<file path="config.mk">
export PLATFORM = sky130hd
export DESIGN_NAME = shf_tree_top
export DESIGN_NICKNAME = d
export VERILOG_FILES = /design/src/rtl/shf_pkg.sv /design/src/rtl/shf_fine_layer.sv /design/src/rtl/shf_coarse_layer.sv /design/src/rtl/shf_tree_top.sv
export SDC_FILE = /design/constraint.sdc
export NUM_CORES = 1
export LEC_CHECK = 0
export ABC_AREA = 1
export BUFFER_PORTS_ARGS = -buffer_cell sky130_fd_sc_hd__clkbuf_2
export CORE_UTILIZATION = 50
export DETAILED_ROUTE_END_ITERATION = 6
export GPL_TIMING_DRIVEN = 0
export PLACE_DENSITY = 0.75
export SLEW_MARGIN = 40
export SYNTH_ARGS = -nofsm -noshare
export SYNTH_HDL_FRONTEND = slang
export SYNTH_HIERARCHICAL = 1
export SYNTH_SLANG_ARGS = --single-unit
</file>
<file path="constraint.sdc">
create_clock -name vclk -period 4.5
set_input_delay 1.35 -clock vclk [all_inputs]
set_output_delay 1.35 -clock vclk [all_outputs]
set_load 0.03 [all_outputs]
</file>
<file path="src/rtl/shf_pkg.sv">
package shf_pkg;
  localparam int unsigned WORD_W  = 64;
  localparam int unsigned GROUP_W = 16;

  typedef enum logic [1:0] {
    GRP_HOLD = 2'd0,
    GRP_UP   = 2'd1,
    GRP_DOWN = 2'd2
  } grp_sel_e;
endpackage

</file>
<file path="src/rtl/shf_fine_layer.sv">
module shf_fine_layer #(
  parameter int unsigned W    = 64,
  parameter int unsigned STEP = 1
) (
  input  logic [W-1:0] din,
  input  logic [1:0]   sel,
  input  logic         dir,
  output logic [W-1:0] dout
);
  localparam int NCH = 4;

  logic [NCH-1:0] cand_up [W];
  logic [NCH-1:0] cand_dn [W];

  for (genvar i = 0; i < W; i++) begin : g_bit
    for (genvar s = 0; s < NCH; s++) begin : g_ch
      localparam int LO = i - s * STEP;
      localparam int HI = i + s * STEP;
      if (LO >= 0) begin : g_lo
        assign cand_up[i][s] = din[LO];
      end else begin : g_lo_z
        assign cand_up[i][s] = 1'b0;
      end
      if (HI < W) begin : g_hi
        assign cand_dn[i][s] = din[HI];
      end else begin : g_hi_z
        assign cand_dn[i][s] = 1'b0;
      end
    end
    assign dout[i] = dir ? cand_dn[i][sel] : cand_up[i][sel];
  end
endmodule

</file>
<file path="src/rtl/shf_coarse_layer.sv">
module shf_coarse_layer
  import shf_pkg::*;
#(
  parameter int unsigned W = 64,
  parameter int unsigned G = 16
) (
  input  logic [W-1:0] din,
  input  grp_sel_e     sel,
  output logic [W-1:0] dout
);
  logic [W-1:0] up_w;
  logic [W-1:0] dn_w;

  for (genvar i = 0; i < W; i++) begin : g_bit
    if (i >= G) begin : g_up
      assign up_w[i] = din[i-G];
    end else begin : g_up_z
      assign up_w[i] = 1'b0;
    end
    if (i + G < W) begin : g_dn
      assign dn_w[i] = din[i+G];
    end else begin : g_dn_z
      assign dn_w[i] = 1'b0;
    end
  end

  always_comb begin
    unique case (sel)
      GRP_UP:   dout = up_w;
      GRP_DOWN: dout = dn_w;
      default:  dout = din;
    endcase
  end
endmodule

</file>
<file path="src/rtl/shf_tree_top.sv">
module shf_tree_top
  import shf_pkg::*;
#(
  parameter int unsigned W = WORD_W,
  parameter int unsigned G = GROUP_W
) (
  input  logic [W-1:0]         data_i,
  input  logic [$clog2(W)-1:0] amt_i,
  input  logic                 dir_i,
  output logic [W-1:0]         data_o
);
  localparam int AMT_W   = $clog2(W);
  localparam int FINE_W  = $clog2(G);
  localparam int NFINE   = FINE_W / 2;
  localparam int GCNT_W  = AMT_W - FINE_W;
  localparam int NCOARSE = W / G - 1;

  logic [W-1:0] fine_q [NFINE+1];
  logic [W-1:0] crs_q  [NCOARSE+1];
  logic [GCNT_W-1:0] grp_cnt;

  assign fine_q[0] = data_i;
  assign grp_cnt   = amt_i[AMT_W-1:FINE_W];

  for (genvar k = 0; k < NFINE; k++) begin : g_fine
    shf_fine_layer #(.W(W), .STEP(4 ** k)) u_fine (
      .din  (fine_q[k]),
      .sel  (amt_i[2*k+1:2*k]),
      .dir  (dir_i),
      .dout (fine_q[k+1])
    );
  end

  assign crs_q[0] = fine_q[NFINE];

  for (genvar c = 0; c < NCOARSE; c++) begin : g_coarse
    grp_sel_e csel;
    always_comb begin
      if (int'(grp_cnt) > c) csel = dir_i ? GRP_DOWN : GRP_UP;
      else                   csel = GRP_HOLD;
    end
    shf_coarse_layer #(.W(W), .G(G)) u_crs (
      .din  (crs_q[c]),
      .sel  (csel),
      .dout (crs_q[c+1])
    );
  end

  assign data_o = crs_q[NCOARSE];
endmodule

</file>
==> results.md <==
- Pre-CTS setup slack: -1.05 ns
- Fmax: slightly above 200 MHz
- GRT overflow: 0
- Pins Over Slew Limit: 0
- PwrDens: about 170 mW/mm²
- First-pass GRT wire length: just over 80 mm
- Starting Density: about half
- Crit-path cells: clkbuf_16 > inv_8 > nor2_4 > buf_12 > clkbuf_16 > nand2_1 > nand2_1 > inv_1 > nand2_2 > nand2_1 > nand2_2 > nand2_1 > nand2_1 > clkinv_1 > nand2_2 > nand3_1 > nand3_2 > nand3_2 > nand3_4 > nand2_1 > nand3_1 > clkbuf_8
- Final hold slack: between 3 and 4 ns
- CLK BUF: 0
- Reg area: 0 µm²
- Unique masters post-synth: 17
- Seq_cells: 0
- Layout cells sized above 1: 27.7%
- Final Instance Area: roughly 0.014 mm²
- Post-DP HPWL: 39.8 mm
- Global-route met3 utilization: 17.2%
- First-pass DRT Iterations: 7
- RSZ-0062 raised after global routing: yes
- Final clock period utilization by the worst path: 111%
- DIE HEIGHT: between 100 and 150 µm
- Sequential fraction of the synthesis area: 0%
- Final hold viol count: 0
- Area Growth Syn to Fin: 38.3%
- CP max FO: 8
- Synth top area share: between 50% and 60%
- Critical path type: in -> out
- Worst slew pin tran: 0.412 ns
- WHS Endpoint: data_o[43]
- Ys Warns: 6
- HP Start: amt_i[4]
- Routed wire length: 54.3 mm
- Mapped Cells: about 2400
- Max-cap violation count: 0
- Final Total Pwr: approximately 2.3 mW
- Initial antenna violation count: 3
- Drt initial violations: 2393
- Filler Cells Inserted: between 1500 and 2000
- Core area: just under 0.02 mm²
- Peak supply drop: roughly 0.089 mV
- CP Launch Type: input pin
- Syn_nets: 2464
- Cell with the most instances after synthesis: nand2_1
- Hold Crit Class: in -> out
- Status: complete, but fails checks
- ANT nets after route: 0
- Syn Area/Cell: between 4 and 5 µm²
- Critical Path End Type: primary output
- Synth top cells by count: 1550 x nand2_1, 404 x nand3_1, 205 x inv_1, 114 x buf_2, 33 x buf_4
- Drt via density: between 5 and 6
- Slew margin rel.: a little over 70%
- Setup violators final: 64
- Die area: a little over 0.02 mm²
- Num ports: about 140
- GP Congestion: approximately 1.1
- DP Area: ~0.011 mm²
- Final worst setup slack: -0.474 ns
- Met1 global-route usage: ~63%
- WP data required: approximately 3.2 ns
- Net count, final: between 2000 and 3000
- Largest net degree at the start of global routing: 11
- Global-route layer with the greatest usage: met2
- Die Wd: approximately 140 µm
- Leakage: ~8.6 nW
- DRC: 0
- Cell mode on critical path: nand2_1
- Area contributors post-synth: nand2_1 59%, nand3_1 20%, inv_1 7.7%
- I/O Buffers: about 130
- All-Layer GR Usage: about 52%
- DR WL/cell: just under 20 µm
- Crit path largest cell delay: approximately 0.17 ns
- Number of global-route vias before repair: roughly 15000
- Met2 Resource Use GR: roughly three quarters
- Top cell type by total area after synthesis: nand2_1
- Hold path cells: 9
- Tmin final: between 4 and 5 ns
- CP max-delay cell: buf_12
- Crit path DAT: ~3.6 ns
- Core Rows: 51
- Cell area after synthesis: 0.00994 mm²
- Failing checks: setup timing
- Vias post-DR: 16800
worst max path at each step:
stage / depth (start not counted) / startpoint / slack (ns) / to
2_1_floorplan: 20 / amt_i[1] / 0.002 / data_o[19]
3_3_place_gp: 16 / dir_i / -1.04 / data_o[47]
3_5_place_dp: 21 / dir_i / -1.05 / data_o[31]
4_1_cts: 20 / amt_i[0] / -0.31 / data_o[38]
5_1_grt: 20 / amt_i[0] / -0.61 / data_o[20]
6_report: 22 / dir_i / -0.47 / data_o[20]
kinds of logic (layout without fill, tap and decap cells):
logic type / count (synthesis) / in the layout / synth area share (%)
AOI/OAI and AO/OA: 20 / 20 / 1.26
adders and majority gates: 6 / 6 / 0.755
buffers and inverters: 385 / 546 / 18.0
other: 0 / 3 / 0
and+or+nand+nor: 1976 / 1976 / 80.0
power breakdown:
part	switching, mW	total [mW]	internal [mW]
Sequential	0	0	0
Clock	0	0.000000123	0.000000123
Combinational	1.54	2.29	0.750
Total	1.54	2.29	0.750
cell usage in the layout, fill, tap and decap left out, drive strengths merged:
| cell type | n |
|---|---|
| a21oi | 10 |
| buf | 201 |
| bufbuf | 1 |
| clkbuf | 116 |
| clkinv | 3 |
| diode | 3 |
| ha | 6 |
| inv | 225 |
| nand2 | 1553 |
| nand3 | 404 |
| nor2 | 19 |
| o211ai | 10 |
layer usage:
layer | up-vias | part of all wire [%]
met5 | - | 0
met4 | 0 | 8.0
met3 | 316 | 16
met2 | 1417 | 41
met1 | 7430 | 36
li1 | 7604 | -
final cells by class:
cell class / count / area [µm²] / share of cell area (%)
Multi-Input combinational cell: 2002 / 9630 / 70.0
Timing Repair Buffer: 161 / 1580 / 11.5
Buffer: 157 / 1320 / 9.57
Inverter: 228 / 886 / 6.44
Tap cell: 265 / 332 / 2.41
Antenna cell: 3 / 7.51 / 0.0546
worst max-delay path: cells and delay by family:
family                 cells  cell delay, ns
buffers and inverters      7            0.82
and+or+nand+nor           15            1.44
metrics by stage:
step | TNS [ns] | util, % | std cells
after detailed placement | -61.65 | 56.3 | 2784
final | -25.74 | 70.6 | 2816
after global placement | -60.15 | 56.3 | 2784
after CTS | -16.18 | 68.0 | 2812
after floorplan | 0 | - | 2387
after global routing | -32.23 | 70.6 | 2815
repair_timing:
item | CTS | global route
buffers inserted | 23 | 0
pin swaps | 102 | 23
hold buffers | 0 | 0
setup endpoints to repair | 64 | 64
cloned | 5 | 1
gates resized for setup | 519 | 164
Note: power is estimated with default switching activity, not from simulation.
